--- src/rtl/bsd_pkg.sv ---
package bsd_pkg;
  localparam int NIB_W = 4;
  localparam int SEG_W = 7;

  // Active-high segments, bit0 = a ... bit6 = g
  function automatic logic [SEG_W-1:0] seg_decode(input logic [NIB_W-1:0] code);
    logic [SEG_W-1:0] s;
    case (code)
      4'd0: s = 7'b0111111;
      4'd1: s = 7'b0000110;
      4'd2: s = 7'b1011011;
      4'd3: s = 7'b1001111;
      4'd4: s = 7'b1100110;
      4'd5: s = 7'b1101101;
      4'd6: s = 7'b1111101;
      4'd7: s = 7'b0000111;
      4'd8: s = 7'b1111111;
      4'd9: s = 7'b1101111;
      default: s = '0;
    endcase
    return s;
  endfunction
endpackage

--- src/rtl/bsd_hold.sv ---
module bsd_hold #(
  parameter int DIGITS = 6,
  localparam int W = DIGITS * bsd_pkg::NIB_W
) (
  input  logic         clk,
  input  logic         rst_n,
  input  logic [W-1:0] live,
  input  logic         xfer_en,
  output logic [W-1:0] shown
);
  logic [W-1:0] held_q;

  assign shown = xfer_en ? live : held_q;

  always_ff @(posedge clk or negedge rst_n) begin
    if (!rst_n) held_q <= '0;
    else        held_q <= shown;
  end


  hold_frozen_chk: assert property (@(posedge clk) disable iff (!rst_n)
    !xfer_en |=> $stable(held_q));

  hold_capture_chk: assert property (@(posedge clk) disable iff (!rst_n)
    xfer_en |=> held_q == $past(live));
endmodule

--- src/rtl/bsd_scan.sv ---
module bsd_scan #(
  parameter int DIGITS = 6
) (
  input  logic              clk,
  input  logic              rst_n,
  input  logic              step,
  output logic [DIGITS-1:0] sel
);
  logic [DIGITS-1:0] sel_q;

  always_ff @(posedge clk or negedge rst_n) begin
    if (!rst_n)    sel_q <= DIGITS'(1);
    else if (step) sel_q <= {sel_q[DIGITS-2:0], sel_q[DIGITS-1]};
  end

  assign sel = sel_q;


  scan_onehot_chk: assert property (@(posedge clk) disable iff (!rst_n)
    $countones(sel_q) == 1);

  scan_idle_chk: assert property (@(posedge clk) disable iff (!rst_n)
    !step |=> $stable(sel_q));

  scan_wrap_chk: assert property (@(posedge clk) disable iff (!rst_n)
    (step && sel_q[DIGITS-1]) |=> sel_q[0]);
endmodule

--- src/rtl/bsd_blank.sv ---
module bsd_blank #(
  parameter int DIGITS = 6,
  localparam int W = DIGITS * bsd_pkg::NIB_W
) (
  input  logic [W-1:0]      digits,
  input  logic              ovr,
  output logic [DIGITS-1:0] mask
);
  logic [DIGITS-1:0] is_zero;
  logic [DIGITS-1:0] lead_zero;

  generate
    for (genvar i = 0; i < DIGITS; i++) begin : g_dig
      assign is_zero[i] = (digits[i*bsd_pkg::NIB_W +: bsd_pkg::NIB_W] == '0);
      if (i == DIGITS - 1) begin : g_top
        assign lead_zero[i] = is_zero[i];
      end else begin : g_low
        assign lead_zero[i] = is_zero[i] & lead_zero[i+1];
      end
      if (i == 0) begin : g_lsd
        assign mask[i] = 1'b0;
      end else begin : g_up
        assign mask[i] = lead_zero[i] & ~ovr;
      end
    end
  endgenerate
endmodule

--- src/rtl/bcd_scan_display.sv ---
module bcd_scan_display #(
  parameter int DIGITS = 6,
  localparam int W = DIGITS * bsd_pkg::NIB_W
) (
  input  logic                  clk,
  input  logic                  rst_n,
  input  logic [W-1:0]          count_bcd,
  input  logic                  xfer_en,
  input  logic                  scan_step,
  input  logic                  blank_ovr,
  output logic [DIGITS-1:0]     digit_sel,
  output logic [6:0]            seg,
  output logic [3:0]            bcd_out
);
  logic [W-1:0]      shown;
  logic [DIGITS-1:0] blank_mask;
  logic [3:0]        cur_code;
  logic              cur_blank;

  bsd_hold #(.DIGITS(DIGITS)) u_hold (
    .clk(clk), .rst_n(rst_n), .live(count_bcd), .xfer_en(xfer_en), .shown(shown));

  bsd_scan #(.DIGITS(DIGITS)) u_scan (
    .clk(clk), .rst_n(rst_n), .step(scan_step), .sel(digit_sel));

  bsd_blank #(.DIGITS(DIGITS)) u_blank (
    .digits(shown), .ovr(blank_ovr), .mask(blank_mask));

  always_comb begin
    cur_code  = '0;
    cur_blank = 1'b0;
    for (int i = 0; i < DIGITS; i++) begin
      if (digit_sel[i]) begin
        cur_code  = cur_code | shown[i*4 +: 4];
        cur_blank = cur_blank | blank_mask[i];
      end
    end
  end

  assign bcd_out = cur_code;
  assign seg     = cur_blank ? 7'd0 : bsd_pkg::seg_decode(cur_code);


  blank_dark_chk: assert property (@(posedge clk) disable iff (!rst_n)
    cur_blank |-> seg == 7'd0);

  lsd_lit_chk: assert property (@(posedge clk) disable iff (!rst_n)
    digit_sel[0] |-> !cur_blank);

  ovr_noblank_chk: assert property (@(posedge clk) disable iff (!rst_n)
    blank_ovr |-> !cur_blank);
endmodule

--- config.mk ---
export PLATFORM = sky130hd
export DESIGN_NAME = bcd_scan_display
export DESIGN_NICKNAME = d
export VERILOG_FILES = /design/src/rtl/bsd_pkg.sv /design/src/rtl/bsd_hold.sv /design/src/rtl/bsd_scan.sv /design/src/rtl/bsd_blank.sv /design/src/rtl/bcd_scan_display.sv
export SDC_FILE = /design/constraint.sdc
export NUM_CORES = 1
export LEC_CHECK = 0
export ABC_AREA = 1
export CAP_MARGIN = 20
export CORE_MARGIN = 2
export CORE_UTILIZATION = 30
export CTS_BUF_LIST = sky130_fd_sc_hd__clkbuf_4 sky130_fd_sc_hd__clkbuf_8
export CTS_CLUSTER_DIAMETER = 60
export DETAILED_ROUTE_END_ITERATION = 6
export SLEW_MARGIN = 40
export SYNTH_ARGS = -nofsm -noshare
export SYNTH_HDL_FRONTEND = slang
export SYNTH_HIERARCHICAL = 1
export SYNTH_SLANG_ARGS = --single-unit
--- constraint.sdc ---
create_clock -name clk -period 2.3 [get_ports clk]
set_clock_uncertainty 0.1 [all_clocks]
set_input_delay 0.345 -clock clk [delete_from_list [all_inputs] [get_ports clk]]
set_output_delay 0.345 -clock clk [all_outputs]
set_load 0.01 [all_outputs]
# [Word level (Yosys, flattened, before mapping)]
# Memories as Yosys holds them, arrays and structs flattened.
# Cells that the tools add are included.
[op_classes] n_mux=13 bitwise=19 reduce_logical=5
[ops] cell="24-bit 2-to-1 mux" n=1
[ops] cell="4-bit 2-to-1 mux" n=6
[ops] cell="4-bit zero test" n=5
[ops] cell="4-bit OR" n=5
[ops] cell="1-bit bitwise AND" n=9
[ops] cell="7-bit 2-to-1 mux" n=1
[ops] cell="1-bit 2-to-1 mux" n=5
[ops] cell="1-bit OR" n=4
[ops] cell="1-bit NOT" n=1
[word_totals] register_bits=30 romBits=112 in_bits=29 word_cells=40 n_memories=1
[mem_list] name="(no name shown)" words=16 width=7 rd=1 rd_ports_with_merged_regs=0 write_ports=0 line="bsd_pkg.sv:8" text="case (code)"

# [Depth between registers and ports, before layout]
# Gate-level depths: netlist (run 1).
[logic_depth] depth_word=17 mapped_depth=17

# [Modules after synthesis]
# Netlist (run 1), hierarchy kept.
[by_module_without_submodules] mod="bsd_hold" n_inst=1 cells_each=102 area_per_inst_um2=974.7 seq_area_each_um2=600.6
[by_module_without_submodules] mod="bcd_scan_display" n_inst=1 cells_each=96 area_per_inst_um2=484.2 seq_area_each_um2=0.0
[by_module_without_submodules] mod="bsd_scan" n_inst=1 cells_each=25 area_per_inst_um2=222.7 seq_area_each_um2=151.4
[by_module_without_submodules] mod="bsd_blank" n_inst=1 cells_each=26 area_per_inst_um2=123.9 seq_area_each_um2=0.0

# [Least setup slack after synthesis (run 1)]
# OpenSTA, ideal clock, no wires.
[synth_timing] path_kind="input to output" from="in xfer_en" to="out seg[3]" arrival_ns=1.839 required_ns=1.855 setup_slack_ns=0.016 path_stages=15 n_path_buf=2 path_cell_list="buf_6 inv_8 buf_6 nand2_1 nand2_1 nand2_1 nand2_1 inv_2 nand2_1 inv_1 ha_1 clkinv_1 nor2_1 nor2_1 nor2_1"
[synth_lines] item="start: declaration" line="bcd_scan_display.sv:8" text="input logic xfer_en,"
[synth_lines] item="24-bit 2-to-1 mux (*)" line="bsd_hold.sv:13" text="assign shown = xfer_en ? live : held_q;"
[synth_lines] item="named net shown[16]" line="bcd_scan_display.sv:15" text="logic [W-1:0] shown;"
[synth_lines] item="4-bit OR (*)" line="bcd_scan_display.sv:34" text="cur_code = cur_code | shown[i*4 +: 4];"
[synth_lines] item="4-bit 2-to-1 mux (*)" line="bcd_scan_display.sv:33" text="if (digit_sel[i]) begin"
[synth_lines] item="4-bit OR" line="bcd_scan_display.sv:34"
[synth_lines] item="4-bit 2-to-1 mux (*)" line="bcd_scan_display.sv:33"
[synth_lines] item="named net bcd_out[0]" line="bcd_scan_display.sv:13" text="output logic [3:0] bcd_out"
[synth_lines] item="memory read 16 x 7 bit (*)"
[synth_lines] item="7-bit 2-to-1 mux (*)" line="bcd_scan_display.sv:41" text="assign seg = cur_blank ? 7'd0 : bsd_pkg::seg_decode(cur_code);"
[synth_lines] item="end: declaration" line="bcd_scan_display.sv:12" text="output logic [6:0] seg,"
# Mark *: on every way through the listed nets, which the timed path passes. The rest lies on a longest branch.

# [Worst setup path in the final report (run 1)]
[layout_timing] from="in count_bcd[5]" to="out seg[0]"
[layout_via] elab_chain_len=14
[layout_rtl] item="start: declaration" line="bcd_scan_display.sv:7" text="input logic [W-1:0] count_bcd,"
[layout_rtl] item="24-bit 2-to-1 mux (*)" line="bsd_hold.sv:13"
[layout_rtl] item="named net shown[5]" line="bcd_scan_display.sv:15"
[layout_rtl] item="branches (longest 12 deep; another with memory read 16 x 7 bit)"
[layout_rtl] item="7-bit 2-to-1 mux (*)" line="bcd_scan_display.sv:41"
# Mark *: on every way through the listed nets, which the timed path passes.

==> results.md, run 1 <==
* 1st-iter DRT viols at 70
* Final period util at 104%
* CORE AREA at 5850 µm²
* Critical Path RT at 1.86 ns
* Period minus WS final at 2.40 ns
* Cell leakage power at 1.58 nW
* Synthesis warning total at 6
* # setup viols final at 8
* Die X at 81.6 µm
* R2r worst-path depth at 4
* DRC Markers at 0
* Via count at 1825
* Number of buffers created by CTS at 5
* Antenna violations before repair at 0
* Status: finished, violations left
* PwrDens at 431 nW/µm²
* RD Place Congestion at 0.810
* Clock Tree Buf Depth at 2
* Placed Cells at 395
* Mapped Area at 1810 µm²
* Worst-Skew Late Latency at 0.28 ns
* Initial Utilization at 30.9%
* Clock sink count at 30
* Post-DRT Antenna Nets at 0
* Hold Crit Depth at 3
* Vias in the first global route at 1782
* Critical Path AT at 1.95 ns
* CTS clk-pin slew, worst paths at 0.06 ns
* ANT cells at 0
* RSZ-0062 raised after global routing: yes
* CTS root buf: clkbuf_8
* CTS H-tree depth at 2
* Violated checks: setup timing
* Dpl hpwl at 3.50 mm
* Layout cell share with drive strength beyond 1 at 44.6%
* Die H at 81.6 µm
* Pre-CTS setup slack at -0.979 ns
* Largest net degree at the start of global routing at 31
* Worst hold margin at 0.232 ns
* Reg-to-reg critical path startpoint: u_hold/held_q[19]
* Drt first pass iters at 4
* Register area share after synthesis at 41.6%
* Reg-to-Reg End: u_hold/held_q[19]
* Cell count after synthesis at 249
* Num rows at 28
* Worst hold start: count_bcd[0]
* Critical-path maximum fanout at 3
* Die area at 6650 µm²
* Non-filler cells, final at 420
* Syn_nets at 282
* Fin nets at 377
* Power Total at 1.29 mW
* Fmax at 417 MHz
* CTS tree: done
* Vias per Instance at 4.35
* Max Cap Violations at 0
* Post-CTS Hold Buffers at 0
* Hold Path End: u_hold/held_q[0]
* Routed wire length at 5.07 mm
* Unique masters post-synth at 29
* Maximum VDD drop at 262 µV
* GRT Total Usage at 15.9%
* R2R setup slack at 1.30 ns
* I/O pins at 46
* Post-Syn Area per Cell at 7.25 µm²
* Hold Crit Class: in -> reg
* CP Capture Type: output port
* Final count of hold timing violations at 0
* Synth-to-layout area growth at 65.6%
* Total gr overflow at 0
* Crit path launch type: primary input
* Worst Setup Path Type: in -> out
* Wire per inst at 12.1 µm
* TNS Setup at -0.606 ns
* Setup slack after layout at -0.0991 ns
* First-pass GRT wire length at 8.06 mm
* Yosys reg bits at 30
* IO buf count at 45
* Fin. max-slew vios at 0
[sequential cells by signal, summed over array words and instances (netlist names)]
signal,flops
u_hold/held_q,24
u_scan/sel,6
[power breakdown]
part / switching, mW / internal [mW] / total (mW)
registers: 0.0158 / 0.565 / 0.581
logic: 0.124 / 0.133 / 0.257
clock network: 0.185 / 0.267 / 0.452
total: 0.325 / 0.965 / 1.29
[critical path, stage by stage]
cell and delay [ns]:
clkdlybuf4s50_1 0.46, nand2_1 0.06, nand2_2 0.08, nand2_1 0.08, nand2_2 0.08, nor2_4 0.05
nand2_4 0.08, inv_2 0.05, buf_4 0.12, ha_1 0.16, nor2_1 0.10, nor2_1 0.05
nor2_1 0.10, buf_2 0.13
[cell type report]
class | count | area (µm²)
Timing Repair inverter | 3 | 43.8
Tap cell | 75 | 93.8
Timing Repair Buffer | 91 | 852
Inverter | 19 | 87.6
Fill cell | 572 | 2860
Clock buffer | 8 | 97.6
Sequential cell | 30 | 752
Multi-Input combinational cell | 194 | 1060
[synth_stat cells]
cell type | number | area [µm²]
dfstp_2 | 1 | 26.3
clkbuf_8 | 1 | 13.8
nand3_1 | 3 | 15.0
buf_12 | 1 | 20.0
dfrtp_1 | 29 | 726
nand2_4 | 4 | 45.0
nand2_2 | 10 | 62.6
nor2_1 | 20 | 75.1
inv_1 | 9 | 33.8
and2_0 | 1 | 6.26
inv_8 | 1 | 11.3
ha_1 | 4 | 50.1
nand3_2 | 1 | 10.0
clkinv_1 | 1 | 3.75
nor2_8 | 1 | 20.0
o21ai_2 | 1 | 8.76
and2_1 | 1 | 6.26
o21ai_1 | 1 | 5.00
a21oi_1 | 1 | 5.00
inv_2 | 8 | 30.0
conb_1 | 1 | 3.75
or2_1 | 1 | 6.26
nor2_4 | 2 | 22.5
nand2_1 | 133 | 499
nor2_2 | 7 | 43.8
buf_4 | 1 | 7.51
buf_6 | 3 | 33.8
nor3_2 | 1 | 10.0
nor3_1 | 1 | 5.00
[logic make-up (layout without fill, tap and decap cells)]
logic type	Yosys count	count (layout)	synth area share [%]
DFF	30	30	41.6
other	1	1	0.208
and+or+nand+nor	186	186	45.8
AOI/OAI and AO/OA	3	3	1.04
buffers and inverters	25	121	8.52
adders and majority gates	4	4	2.77
[placed cells by master (no fill, tap or decap), types with 3 or more instances in the layout]
cell / synthesis / final
clkdlybuf4s50_1: 0 / 15
buf_6: 3 / 8
ha_1: 4 / 3
inv_1: 9 / 5
buf_16: 0 / 3
nand2_1: 133 / 98
inv_2: 8 / 13
dlygate4sd2_1: 0 / 19
dfrtp_1: 29 / 29
buf_2: 0 / 6
nor2_1: 20 / 14
buf_4: 1 / 35
nor2_2: 7 / 9
clkbuf_8: 1 / 6
nand2_4: 4 / 6
nand2_2: 10 / 43
nor2_4: 2 / 6
[timing repair]
| action | CTS | global route |
|---|---|---|
| gates cloned | 4 | 1 |
| endpoints found under the setup margin | 11 | 9 |
| buffers inserted | 10 | 2 |
| pin swaps | 56 | 37 |
| resized for setup | 94 | 45 |
[metrics by stage]
step	util (%)	cell area, µm²
final	51.1	2990
after floorplan	-	1810
after global placement	43.2	2530
after detailed placement	43.2	2530
after global routing	51.1	2990
after CTS	48.3	2820
[worst max path at each step]
stage                      start      to  slack [ns]
finish              count_bcd[5]  seg[0]        -0.1
CTS                      xfer_en  seg[0]       -0.14
floorplan                xfer_en  seg[3]        0.02
global route             xfer_en  seg[0]       -0.21
detailed placement       xfer_en  seg[3]       -0.98
global placement         xfer_en  seg[3]       -0.98
[metal layers]
| layer | up-vias | share of wire, % | global-route usage (%) |
|---|---|---|---|
| li1 | 929 | - | - |
| met4 | 0 | 1.3 | 5.00 |
| met5 | - | 0 | 0 |
| met1 | 854 | 44 | 19.8 |
| met2 | 37 | 50 | 27.7 |
| met3 | 5 | 4.1 | 2.97 |
No activity file was read; power rests on OpenSTA's default activity.
==> inputs of run 2 (changes only) <==
Settings changed: GPL_TIMING_DRIVEN set to 0, REMOVE_ABC_BUFFERS set to 1.
==> run 2 against run 1 <==
  * Clock power rose by 25%
  * The flow still finishes with violations (setup timing)
  * Final cell count fell by 5.5%
  * Non-clock buffer count fell by 22
  * Critical endpoint is now seg[3]
  * Largest cell class unchanged
  * Highest routed layer unchanged
  * Global-route usage fell by 0.93 points
==> results.md, run 2 (synthesized netlist as in run 1, its figures left out) <==
* Design area at 2690 µm² (was 2990 µm²)
* Slew @ Worst Pin at 0.646 ns
* Drt first pass iters at 4 (unchanged)
* Critical Path Slowest Stage Cell: dfstp_2 (was clkdlybuf4s50_1)
* ANT cells at 0 (unchanged)
* Crit path buf inv count at 3 (was 4)
* Initial Utilization at 30.9% (unchanged)
* CP Depth at 11 (was 14)
* GRT Total Usage at 14.9% (was 15.9%)
* Internal power at 1.03 mW (was 0.965 mW)
* Post-DRT Antenna Nets at 0 (unchanged)
* Via count at 1655 (was 1825)
* Worst path max stage delay at 0.57 ns (was 0.46 ns)
* Die H at 81.6 µm (unchanged)
* Top Family by Delay on Critical Path: flip-flops (was buffers and inverters)
* Commonest non-fill, non-tap cell in the layout: nand2_1 (unchanged)
* Hold Crit Depth at 3 (unchanged)
* DRC Markers at 0 (unchanged)
* Period minus WS final at 2.33 ns (was 2.40 ns)
* CTS root buf: clkbuf_8 (unchanged)
* Layout cell share with drive strength beyond 1 at 36.6% (was 44.6%)
* Synth-to-layout area growth at 48.7% (was 65.6%)
* Total gr overflow at 0 (unchanged)
* Hold Crit Class: in -> reg (unchanged)
* Fin. max-slew vios at 0 (unchanged)
* Fin nets at 354 (was 377)
* Vias per Instance at 4.17 (was 4.35)
* Pre-CTS setup slack at -0.822 ns (was -0.979 ns)
* 1st-iter DRT viols at 41 (was 70)
* Placed Cells at 363 (was 395)
* Maximum VDD drop at 267 µV (was 262 µV)
* R2r worst-path depth at 4 (unchanged)
* Number of buffers created by CTS at 5 (unchanged)
* FILL cells at 600 (was 572)
* Cell leakage power at 1.44 nW (was 1.58 nW)
* Critical Path, Cell by Cell: nand2_1 -> nand2_1 -> nor2_2 -> nand2_2 -> inv_2 -> ha_4 -> clkinv_4 -> nor2_4 -> nor2_1 -> nor2_1 -> buf_2 (was clkdlybuf4s50_1 -> nand2_1 -> nand2_2 -> nand2_1 -> nand2_2 -> nor2_4 -> nand2_4 -> inv_2 -> buf_4 -> ha_1 -> nor2_1 -> nor2_1 -> nor2_1 -> buf_2)
* Die X at 81.6 µm (unchanged)
* P_sw at 0.323 mW (was 0.325 mW)
* CTS H-tree depth at 2 (unchanged)
* TNS Setup at -0.0303 ns (was -0.606 ns)
* Power share of the clock group at 41.7% (was 35.1%)
* Final count of hold timing violations at 0 (unchanged)
* Critical Path RT at 1.86 ns (about the same)
* IO buf count at 45 (unchanged)
* Max-slew headroom at 56.9%
* Worst Setup Path Type: reg -> out (was in -> out)
* Clock Tree Buf Depth at 2 (unchanged)
* Routed wire length at 4.48 mm (was 5.07 mm)
* Num rows at 28 (unchanged)
* Setup slack after layout at -0.0303 ns (was -0.0991 ns)
* Reg with most FFs: u_hold/held_q (unchanged)
* Critical Path AT at 1.89 ns (was 1.95 ns)
* Final period util at 101% (was 104%)
* Status: finished, violations left (unchanged)
* CORE AREA at 5850 µm² (unchanged)
* Fmax at 429 MHz (was 417 MHz)
* First-pass GRT wire length at 7.56 mm (was 8.06 mm)
* Max reg flops at 24 (unchanged)
* PwrDens at 504 nW/µm² (was 431 nW/µm²)
* Clock sink count at 30 (unchanged)
* Die area at 6650 µm² (unchanged)
* CTS tree: done (unchanged)
* RD Place Congestion at 0.835 (was 0.810)
* Commonest non-fill, non-tap cells in the layout: nand2_1, nand2_2, dfrtp_1, dlygate4sd2_1, buf_4 (was nand2_1, nand2_2, buf_4, dfrtp_1, dlygate4sd2_1)
* Net Sw Frac at 23.8% (was 25.2%)
* Critical-path maximum fanout at 4 (was 3)
* Largest net degree at the start of global routing at 31 (unchanged)
* Logic pwr share at 15.6% (was 19.9%)
* Dpl hpwl at 2.83 mm (was 3.50 mm)
* I/O pins at 46 (unchanged)
* CP Capture Type: output port (unchanged)
* Antenna violations before repair at 0 (unchanged)
* Violated checks: setup timing (unchanged)
* Wire per inst at 11.3 µm (was 12.1 µm)
* Placed cell areas at 2260 µm² (was 2530 µm²)
* CTS clk-pin slew, worst paths at 0.07 ns (was 0.06 ns)
* Crit path launch type: flop (was primary input)
* # setup viols final at 1 (was 8)
* Max Cap Violations at 0 (unchanged)
* Reg power frac at 42.7% (was 45.0%)
* Worst-Skew Late Latency at 0.29 ns (was 0.28 ns)
* Vias in the first global route at 1686 (was 1782)
* Power Total at 1.35 mW (was 1.29 mW)
* Non-filler cells, final at 397 (was 420)
* RSZ-0062 raised after global routing: yes (unchanged)
==> run 2: final cells by class <==
class | count | area [µm²] | share of cell area, %
repair inverters | 2 | 20.0 | 0.746
clock buffers | 7 | 90.1 | 3.36
flip-flops and latches | 30 | 752 | 28.0
well taps | 75 | 93.8 | 3.49
inverters | 19 | 91.3 | 3.40
clock inverters | 1 | 30.0 | 1.12
repair buffers | 69 | 584 | 21.8
multi-input cells | 194 | 1020 | 38.1
==> run 2: power by group through the flow <==
stage / clock, mW / sequential [mW] / combinational [mW]
after floorplan: 0 / 0.584 / 0.0718
after global placement: 0 / 0.585 / 0.155
after detailed placement: 0 / 0.586 / 0.154
after CTS: 0.573 / 0.576 / 0.203
after global routing: 0.588 / 0.581 / 0.239
final: 0.564 / 0.577 / 0.212
==> run 2: worst paths after layout <==
kind | from | to | slack, ns
worst max-delay path | u_scan/sel[0] | seg[3] | -0.03
worst min-delay path | xfer_en | u_hold/held_q[2] | 0.28
worst max register to register | u_scan/sel[0] | u_scan/sel[1] | 1.22
worst min register to register | u_hold/held_q[0] | u_hold/held_q[0] | 0.38
max in group asynchronous | rst_n | u_hold/held_q[22] | 1.15
min in group asynchronous | rst_n | u_hold/held_q[16] | 0.51
==> run 2: worst reg2reg max path: cells and delay by family, from the launching register on <==
family / cells / cell delay [ns]
buffers and inverters: 2 / 0.24
DFF: 1 / 0.57
and+or+nand+nor: 2 / 0.11
==> run 2: per-stage QoR <==
step / hold slack, ns / utilization (%)
after CTS: 0.279 / 45.2
final: 0.282 / 45.9
after floorplan: -0.0506 / -
after global routing: 0.309 / 45.9
after detailed placement: 0.310 / 38.7
after global placement: 0.366 / 38.9
==> run 2: per-layer routing <==
metal	part of all wire [%]	wire, µm	track usage [%]	up-vias
met5	0	0	0	-
met1	49	2180	19.4	734
met2	45	2020	24.6	32
li1	-	-	-	881
met4	1.6	71	5.50	0
met3	4.5	201	3.08	8
==> run 2: timing repair <==
| action | in CTS | in global routing |
|---|---|---|
| buffers inserted | 22 | 1 |
| hold endpoints to repair | 17 | 0 |
| pin swaps | 54 | 15 |
| gates cloned | 2 | 0 |
| endpoints found under the setup margin | 11 | 9 |
| hold buffers | 1 | 0 |
| resized for setup | 93 | 12 |
==> inputs of run 3 (changes only) <==
Settings changed: CTS_CLUSTER_SIZE set to 14.
==> results of run 3 <==
Same layout as run 2: the final DEF is identical, and so are final timing and power.
